[src/rtl/rbq_pkg.sv]
package rbq_pkg;
  // Kind of write the control unit asks the storage array to perform.
  typedef enum logic [1:0] {
    WR_NONE    = 2'd0,
    WR_APPEND  = 2'd1,
    WR_REPLACE = 2'd2
  } wr_kind_e;
endpackage

[src/rtl/rbq_store.sv]
module rbq_store #(
  parameter int DEPTH  = 4,
  parameter int DATA_W = 8,
  localparam int PTR_W = (DEPTH > 1) ? $clog2(DEPTH) : 1
) (
  input  logic              clk,
  input  logic              rst_n,
  input  logic              wr_en,
  input  logic [PTR_W-1:0]  wr_idx,
  input  logic [DATA_W-1:0] wr_data,
  input  logic [PTR_W-1:0]  rd_idx,
  output logic [DATA_W-1:0] rd_data
);
  logic [DATA_W-1:0] slot_q [DEPTH];

  for (genvar g = 0; g < DEPTH; g++) begin : g_slot
    always_ff @(posedge clk or negedge rst_n) begin
      if (!rst_n) begin
        slot_q[g] <= '0;
      end else if (wr_en && (wr_idx == PTR_W'(g))) begin
        slot_q[g] <= wr_data;
      end
    end
  end

  assign rd_data = slot_q[rd_idx];
endmodule

[src/rtl/rbq_ctrl.sv]
module rbq_ctrl
  import rbq_pkg::*;
#(
  parameter int DEPTH = 4,
  localparam int PTR_W = (DEPTH > 1) ? $clog2(DEPTH) : 1,
  localparam int CNT_W = $clog2(DEPTH + 1)
) (
  input  logic             clk,
  input  logic             rst_n,
  input  logic             rx_en,
  input  logic             in_valid,
  input  logic             brk_evt,
  input  logic             flush,
  input  logic             out_ready,
  output logic             in_ready,
  output logic             out_valid,
  output logic             full,
  output logic             wr_en,
  output logic             wr_is_brk,
  output logic [PTR_W-1:0] wr_idx,
  output logic [PTR_W-1:0] rd_idx
);
  logic [CNT_W-1:0] cnt_q, cnt_d;
  logic [PTR_W-1:0] rd_q, rd_d, tail;
  logic             empty, push_fire, pop_fire, brk_fire;
  wr_kind_e         kind;

  assign empty     = (cnt_q == '0);
  assign full      = (cnt_q == CNT_W'(DEPTH));
  assign out_valid = !empty;

  // Flush and break events take the input slot away from the stream.
  assign in_ready  = rx_en && !full && !flush && !brk_evt;
  assign push_fire = in_valid && in_ready;
  assign pop_fire  = out_ready && !empty && !flush;
  assign brk_fire  = brk_evt && !flush;

  always_comb begin
    kind = WR_NONE;
    if (brk_fire && full && !pop_fire) begin
      kind = WR_REPLACE;
    end else if (brk_fire || push_fire) begin
      kind = WR_APPEND;
    end
  end

  assign tail      = rd_q + PTR_W'(cnt_q);
  assign wr_en     = (kind != WR_NONE);
  assign wr_is_brk = brk_fire;
  assign wr_idx    = (kind == WR_REPLACE) ? (tail - PTR_W'(1)) : tail;
  assign rd_idx    = rd_q;

  always_comb begin
    cnt_d = cnt_q;
    rd_d  = rd_q;
    if (flush) begin
      cnt_d = '0;
      rd_d  = '0;
    end else begin
      case ({kind == WR_APPEND, pop_fire})
        2'b10:   cnt_d = cnt_q + CNT_W'(1);
        2'b01:   cnt_d = cnt_q - CNT_W'(1);
        default: cnt_d = cnt_q;
      endcase
      if (pop_fire) rd_d = rd_q + PTR_W'(1);
    end
  end

  always_ff @(posedge clk or negedge rst_n) begin
    if (!rst_n) begin
      cnt_q <= '0;
      rd_q  <= '0;
    end else begin
      cnt_q <= cnt_d;
      rd_q  <= rd_d;
    end
  end

  // occupancy never exceeds the depth
  p_no_overflow_r3: assert property (@(posedge clk) disable iff (!rst_n)
    cnt_q <= CNT_W'(DEPTH));

  // disabled receiver with no other activity leaves occupancy alone
  p_disabled_hold_r2: assert property (@(posedge clk) disable iff (!rst_n)
    (!rx_en && !brk_evt && !out_ready && !flush) |=> (cnt_q == $past(cnt_q)));

  // transfer plus read keeps occupancy
  p_pop_push_count_r8: assert property (@(posedge clk) disable iff (!rst_n)
    (in_valid && in_ready && out_ready && out_valid) |=> (cnt_q == $past(cnt_q)));

  // flush empties at the next edge
  p_flush_empties_r9: assert property (@(posedge clk) disable iff (!rst_n)
    flush |=> (!out_valid && !full));

  // break on a full queue without a read keeps it full
  p_brk_keeps_full_r5: assert property (@(posedge clk) disable iff (!rst_n)
    (brk_evt && full && !out_ready && !flush) |=> full);
endmodule

[src/rtl/rbq_brk.sv]
module rbq_brk (
  input  logic clk,
  input  logic rst_n,
  input  logic brk_evt,
  input  logic brk_clr,
  output logic brk_flag
);
  always_ff @(posedge clk or negedge rst_n) begin
    if (!rst_n) begin
      brk_flag <= 1'b0;
    end else if (brk_evt) begin
      brk_flag <= 1'b1;
    end else if (brk_clr) begin
      brk_flag <= 1'b0;
    end
  end

  // an event always leaves the flag set
  p_brk_set_r6: assert property (@(posedge clk) disable iff (!rst_n)
    brk_evt |=> brk_flag);

  // without event or clear the flag holds
  p_brk_hold_r6: assert property (@(posedge clk) disable iff (!rst_n)
    (!brk_evt && !brk_clr) |=> $stable(brk_flag));
endmodule

[src/rtl/rx_byte_queue.sv]
module rx_byte_queue #(
  parameter int DEPTH  = 4,
  parameter int DATA_W = 8,
  localparam int PTR_W = (DEPTH > 1) ? $clog2(DEPTH) : 1
) (
  input  logic              clk,
  input  logic              rst_n,
  input  logic              rx_en,
  input  logic              in_valid,
  input  logic [DATA_W-1:0] in_data,
  output logic              in_ready,
  input  logic              brk_evt,
  input  logic              brk_clr,
  input  logic              flush,
  output logic              out_valid,
  output logic [DATA_W-1:0] out_data,
  input  logic              out_ready,
  output logic              full,
  output logic              brk_flag
);
  logic              wr_en, wr_is_brk;
  logic [PTR_W-1:0]  wr_idx, rd_idx;
  logic [DATA_W-1:0] wr_data, head;

  rbq_ctrl #(.DEPTH(DEPTH)) u_ctrl (
    .clk       (clk),
    .rst_n     (rst_n),
    .rx_en     (rx_en),
    .in_valid  (in_valid),
    .brk_evt   (brk_evt),
    .flush     (flush),
    .out_ready (out_ready),
    .in_ready  (in_ready),
    .out_valid (out_valid),
    .full      (full),
    .wr_en     (wr_en),
    .wr_is_brk (wr_is_brk),
    .wr_idx    (wr_idx),
    .rd_idx    (rd_idx)
  );

  assign wr_data = wr_is_brk ? '0 : in_data;

  rbq_store #(.DEPTH(DEPTH), .DATA_W(DATA_W)) u_store (
    .clk     (clk),
    .rst_n   (rst_n),
    .wr_en   (wr_en),
    .wr_idx  (wr_idx),
    .wr_data (wr_data),
    .rd_idx  (rd_idx),
    .rd_data (head)
  );

  rbq_brk u_brk (
    .clk      (clk),
    .rst_n    (rst_n),
    .brk_evt  (brk_evt),
    .brk_clr  (brk_clr),
    .brk_flag (brk_flag)
  );

  assign out_data = out_valid ? head : '0;

  // empty queue reads as zero
  p_empty_zero_r7: assert property (@(posedge clk) disable iff (!rst_n)
    !out_valid |-> (out_data == '0));

  // a read on an empty queue with nothing arriving keeps it empty
  p_empty_pop_r7: assert property (@(posedge clk) disable iff (!rst_n)
    (!out_valid && out_ready && !(in_valid && in_ready) && !brk_evt) |=> !out_valid);
endmodule

[config.mk]
export PLATFORM = sky130hd
export DESIGN_NAME = rx_byte_queue
export DESIGN_NICKNAME = d
export VERILOG_FILES = /design/src/rtl/rbq_pkg.sv /design/src/rtl/rbq_store.sv /design/src/rtl/rbq_ctrl.sv /design/src/rtl/rbq_brk.sv /design/src/rtl/rx_byte_queue.sv
export SDC_FILE = /design/constraint.sdc
export NUM_CORES = 1
export LEC_CHECK = 0
export CAP_MARGIN = 15
export CELL_PAD_IN_SITES_DETAIL_PLACEMENT = 1
export CELL_PAD_IN_SITES_GLOBAL_PLACEMENT = 1
export CORE_ASPECT_RATIO = 0.7
export CORE_MARGIN = 2
export CORE_UTILIZATION = 34
export DETAILED_ROUTE_END_ITERATION = 16
export GPL_TIMING_DRIVEN = 0
export PLACE_DENSITY_LB_ADDON = 0.2
export SLEW_MARGIN = 15
export SYNTH_ARGS = -nofsm -noshare
export SYNTH_HDL_FRONTEND = slang
export SYNTH_HIERARCHICAL = 1
export SYNTH_SLANG_ARGS = --single-unit
[constraint.sdc]
create_clock -name clk -period 2.4 [get_ports clk]
set_input_delay 0.36 -clock clk [delete_from_list [all_inputs] [get_ports clk]]
set_output_delay 0.36 -clock clk [all_outputs]
set_load 0.03 [all_outputs]
== Word level (Yosys, flattened, before mapping) ==
Index checks and enable logic that the tools add are counted.

* Flip-flop bits (word level): 38
* Output and inout port bits: 12
* Logic and storage cells: 61

* $add $sub $neg: 5
* Magnitude comparators: 1
* Equality and inequality tests: 8
* Mux-type cells: 14
* Bitwise logic cells: 1
* Reduce and logical (&&, ||, !) cells: 25

{| class="wikitable"
|+ Operators by type and width
! operator !! count
|-
| 8-bit two-way mux || 4
|-
| 8-bit binary-select mux with 2-bit select || 1
|-
| 1-bit logical AND || 13
|-
| 2-bit equality test (second input constant) || 4
|-
| 2-bit two-way mux || 4
|-
| 2-bit by 1-bit equality test with 1-bit output (second input constant) || 3
|-
| 3-bit case mux with 2 select lines || 1
|-
| 2-bit nonzero test || 3
|-
| 1-bit zero test || 5
|-
| 3-bit by 1-bit adder with 3-bit output (second input constant) || 1
|-
| 3-bit equality test (second input constant) || 1
|-
| 3-bit greater-or-equal comparator (second input constant) || 1
|-
| 3-bit zero test || 1
|-
| 1-bit two-way mux || 3
|-
| 3-bit two-way mux || 1
|-
| 2-bit NOT with 3-bit output || 1
|-
| 3-bit nonzero test || 1
|-
| 3-bit by 1-bit subtractor with 3-bit output (second input constant) || 1
|-
| 2-bit by 1-bit adder with 2-bit output (second input constant) || 1
|-
| 2-bit adder || 1
|-
| 2-bit zero test || 1
|-
| 2-bit by 1-bit subtractor with 2-bit output (second input constant) || 1
|-
| 1-bit logical OR || 1
|}

== Longest topological paths before layout ==
* Depth in word-level cells: 13
* Gate-level depth with buffers: 8
* Depth with buffers taken out: 8

== Modules after synthesis ==
The synthesis kept the hierarchy.

{| class="wikitable"
|+ Modules (own cells, without submodules)
! module !! instances !! cells each !! area an instance (sq um) !! sequential area each (sq um)
|-
| rbq_store || 1 || 78 || 1,401.3 || 800.8
|-
| rbq_ctrl || 1 || 49 || 450.4 || 125.1
|-
| rx_byte_queue || 1 || 16 || 100.1 || 0.0
|-
| rbq_brk || 1 || 3 || 36.3 || 25.0
|}

== Worst setup path before layout ==
OpenSTA, ideal clock, no wires.

* Path kind: register to output
* Start point: register u_ctrl.cnt_q[2]
* End point: output in_ready
* Arrival: 1.898 ns
* Required time: 2.040 ns
* Setup slack: 0.142 ns
* Stages on the path, launching flop included: 4
* Path through: dfrtp_1 > or3b_4 > inv_1 > nor4b_1

* Cells in the longest elaborated chain, start to end: 5

{| class="wikitable"
|+ Ends and longest elaborated chain
! what !! RTL line !! source
|-
| start, declared || rbq_ctrl.sv:23 || <nowiki>logic [CNT_W-1:0] cnt_q, cnt_d;</nowiki>
|-
| start signal, assigned || rbq_ctrl.sv:74 || <nowiki>cnt_q <= cnt_d;</nowiki>
|-
| 3-bit equality test || rbq_ctrl.sv:29 || <nowiki>assign full = (cnt_q == CNT_W'(DEPTH));</nowiki>
|-
| named net full || rx_byte_queue.sv:18 || <nowiki>output logic full,</nowiki>
|-
| 1-bit zero test || rbq_ctrl.sv:33 || <nowiki>assign in_ready = rx_en && !full && !flush && !brk_evt;</nowiki>
|-
| 1-bit logical AND (3 in series) || rbq_ctrl.sv:33 ||
|-
| end, declared || rx_byte_queue.sv:11 || <nowiki>output logic in_ready,</nowiki>
|}

The timed path passes the listed nets, and every way through them passes these cells.

== Worst setup path in the final report ==
* Start point: register u_ctrl.cnt_q[0]
* End point: register u_store/slot_q[16] in the netlist's numbering

* Cells in the longest elaborated chain, start to end: 13
* Elaborated cells on any way between the ends: 23
* Those cells by class: 2 x add/sub; 3 x eq/ne; 3 x mux; 15 x reduce/logical

{| class="wikitable"
|+ Ends and longest elaborated chain
! what !! RTL line !! source
|-
| 3-bit equality test || rbq_ctrl.sv:29 ||
|-
| 1-bit zero test || rbq_ctrl.sv:33 ||
|-
| 1-bit logical AND (3 in series) || rbq_ctrl.sv:33 ||
|-
| 1-bit logical AND || rbq_ctrl.sv:34 || <nowiki>assign push_fire = in_valid && in_ready;</nowiki>
|-
| 1-bit logical OR || rbq_ctrl.sv:42 || <nowiki>end else if (brk_fire || push_fire) begin</nowiki>
|-
| 1-bit two-way mux || rbq_ctrl.sv:42 ||
|-
| 2-bit two-way mux || rbq_ctrl.sv:40 || <nowiki>if (brk_fire && full && !pop_fire) begin</nowiki>
|-
| 2-bit equality test || rbq_ctrl.sv:50 || <nowiki>assign wr_idx = (kind == WR_REPLACE) ? (tail - PTR_W'(1)) : tail;</nowiki>
|-
| 2-bit two-way mux * || rbq_ctrl.sv:50 ||
|-
| named net wr_idx[1] || rx_byte_queue.sv:22 || <nowiki>logic [PTR_W-1:0] wr_idx, rd_idx;</nowiki>
|-
| 2-bit by 1-bit equality test with 1-bit output * || rbq_store.sv:20 || <nowiki>end else if (wr_en && (wr_idx == PTR_W'(g))) begin</nowiki>
|-
| 1-bit logical AND * || rbq_store.sv:20 ||
|-
| end signal, assigned by index || rbq_store.sv:21 || <nowiki>slot_q[g] <= wr_data;</nowiki>
|-
| end, declared || rbq_store.sv:14 || <nowiki>logic [DATA_W-1:0] slot_q [DEPTH];</nowiki>
|}

The timed path passes the listed nets; every way through them passes the cells marked *.
A chain may end at the register's enable or synchronous reset.

==> out/summary.txt <==
initial core utilization: 0.349
drt total wl: 4590 um
layout cells sized above 1: 0.395
I/O Pins: 28
setup TNS: 0 ps
vias per cell: 4.98
Seq/Total Area, Yosys: 0.478
Synth top cells by count: dfrtp_1, mux2_2, nor2b_1, and2_1, mux4_2
CTS H-tree lvls: 2
total power: 3.10 mW
Worst Path Required: 2570 ps
Synth area leader: dfrtp_1
fmax: 0.428 GHz
Placed Area: 2360 um^2
top post-synthesis cells by area: dfrtp_1, mux2_2, mux4_2
Synth Area in Compound Gates: 0.0503
Setup Viol. Count Final: 0
first-pass GRT wire length: 7230 um
Cell variety after synth: 35
GR Overflow Total: 0
syn avg cell area: 13.6 um^2
Area growth syn-to-layout: 29.1%
post-synthesis mux area share: 0.284
Pwr Density: 1210 nW/um^2
initial antenna violation count: 0
antenna fix cells: 0
simple-gate share of the synthesized area: 0.128
vias in the first global route: 1359
gpl congestion: 0.701
CTS tree: done
Hold Path Class: in2reg
Max Slew Vio Count: 0
CP max FO: 8
Die Area: 6490 um^2
HPWL after DPL: 3090 um
yosys warns: 6
worst skew pair latency: 290 ps
Final Hold Fails: 0
number of synthesized register bits: 38
Final WS setup: 65.6 ps
CTS buffer count: 5
Reg area: 955 um^2
fillers: 584
dpl ws: -351 ps
Clock Tree Buf Depth: 2
clock sink count: 38
Worst slew margin: 0.678
Setup Crit Path Kind: reg2reg
DR vias: 1320
top-count cell post-synth: dfrtp_1
skew final: 6.12 ps
Worst EP arrival: 2500 ps
max-cap violations: 0
Post-synth EDFFs: 0
Core ar.: 5700 um^2
Final min period: 2330 ps
post-synthesis adder-cell area fraction: 0.0164
Synth Area in XOR/XNOR: 0.0264
Synth Instances: 146
largest family of logic cells by synthesized area: multiplexers
Total GRT Usage: 0.155
Slew @ Worst Pin: 481 ps
multi-input logic area: 1050 um^2
syn nets: 164
root buf cell: clkbuf_8
fin nets: 207
Crit. End Element: register
CP startpoint kind: register
fraction of post-synthesis cell area in the top cell type by area: 0.478
Async SR Flop Fraction: 1.00
drt initial violations: 35
Pre-antenna DRT Iters: 4
row count: 23
final core utilization: 0.450
Leak: 1.18 nW
DRC Markers: 0
worst vdd ir: 0.482 mV
RSZ-0062 raised after global routing: yes
Final Cycle Share: 0.973
Clock Pin Slew Worst Setup and Hold Paths: 70 ps
largest net degree at the start of global routing: 28
drt wl/cell: 17.3 um
predominant post-synthesis flop cell: dfrtp_1
post-route cell area: 2570 um^2
Mapped Area: 1990 um^2
port bufs: 26
Die Ht: 68.0 um
ANT nets after route: 0
Die W: 95.4 um
outcome: completed
-- metal layers --
metal	global-route usage	share of wire
met5	0	0
met4	0.0429	0.0092
met1	0.217	0.46
met3	0.0352	0.037
met2	0.243	0.49
-- final timing paths --
path / startpoint / endpoint / slack [ps] / depth (start not counted)
worst max-delay path: u_ctrl/cnt_q[0]$_DFFE_PN0P_ / u_store/slot_q[16]$_DFFE_PN0P_ / 70 / 5
worst min-delay path: flush / u_ctrl/rd_idx[0]$_DFFE_PN0P_ / 450 / 2
worst max register to register: u_ctrl/cnt_q[0]$_DFFE_PN0P_ / u_store/slot_q[16]$_DFFE_PN0P_ / 70 / 5
worst min register to register: u_brk/brk_flag$_DFFE_PN0P_ / u_brk/brk_flag$_DFFE_PN0P_ / 490 / 1
max in group asynchronous: rst_n / u_ctrl/cnt_q[1]$_DFFE_PN0P_ / 1450 / 3
min in group asynchronous: rst_n / u_store/slot_q[20]$_DFFE_PN0P_ / 490 / 2
-- state kept, by name, summed over array words and instances (netlist names) --
signal and count:
u_store/slot_q 32, u_ctrl/rd_idx 2, u_brk/brk_flag 1, u_ctrl/cnt_q 3
-- placed cells by master (no fill, tap or decap), drive strengths merged, types with 2 or more instances in the layout --
cell type	Yosys	final
mux4	8	8
a31oi	2	2
xor2	3	3
clkdlybuf4s50	0	14
clkbuf	1	9
nor2b	10	10
o21ai	2	2
xnor2	3	3
dlygate4sd2	0	10
inv	5	5
nand2b	2	2
nand3b	2	2
nor2	5	5
buf	2	11
mux2	33	33
nand2	3	3
o31a	2	2
nor3	2	2
a21o	2	2
and2	8	8
dfrtp	38	38
-- critical path, cell delays in order (launching register included) --
cell	delay [ps]
dfrtp_2	470
ha_1	360
nor4_2	400
xnor2_2	220
nand3b_2	410
mux2_2	350
-- timing repair --
action,4_1_cts,5_1_grt
gates resized for setup,14,12
buffers inserted,2,6
endpoints found under the setup margin,42,42
hold buffers,1,0
pin swaps,1,2
endpoints found under the hold margin,11,0
-- final cells by class --
| class | instances | area share |
|---|---|---|
| multi-input cells | 100 | 0.410 |
| flip-flops and latches | 38 | 0.372 |
| repair buffers | 36 | 0.130 |
| well taps | 75 | 0.0366 |
| clock buffers | 7 | 0.0336 |
| plain buffers | 3 | 0.00926 |
| inverters | 5 | 0.00731 |
| clock inverters | 1 | 0.00195 |
-- cell families after synthesis --
family,count (synthesis)
AOI/OAI and AO/OA,11
xor gates and xnor gates,6
adders and majority gates,2
buffers and inverters,8
DFF,38
muxes,42
and+or+nand+nor,39
-- report_power, final --
group	total, mW	switching [mW]	internal (mW)
combinational	1.55	0.735	0.812
sequential	1.11	0.178	0.930
clock	0.450	0.218	0.232
total	3.10	1.13	1.97
-- per-stage QoR --
step                      hold slack [ps]  instances
final                                 454        265
after CTS                             454        259
after global routing                  484        265
after global placement                468        247
after detailed placement              267        248
after floorplan                      64.4        146
No activity file was read; power rests on OpenSTA's default activity.
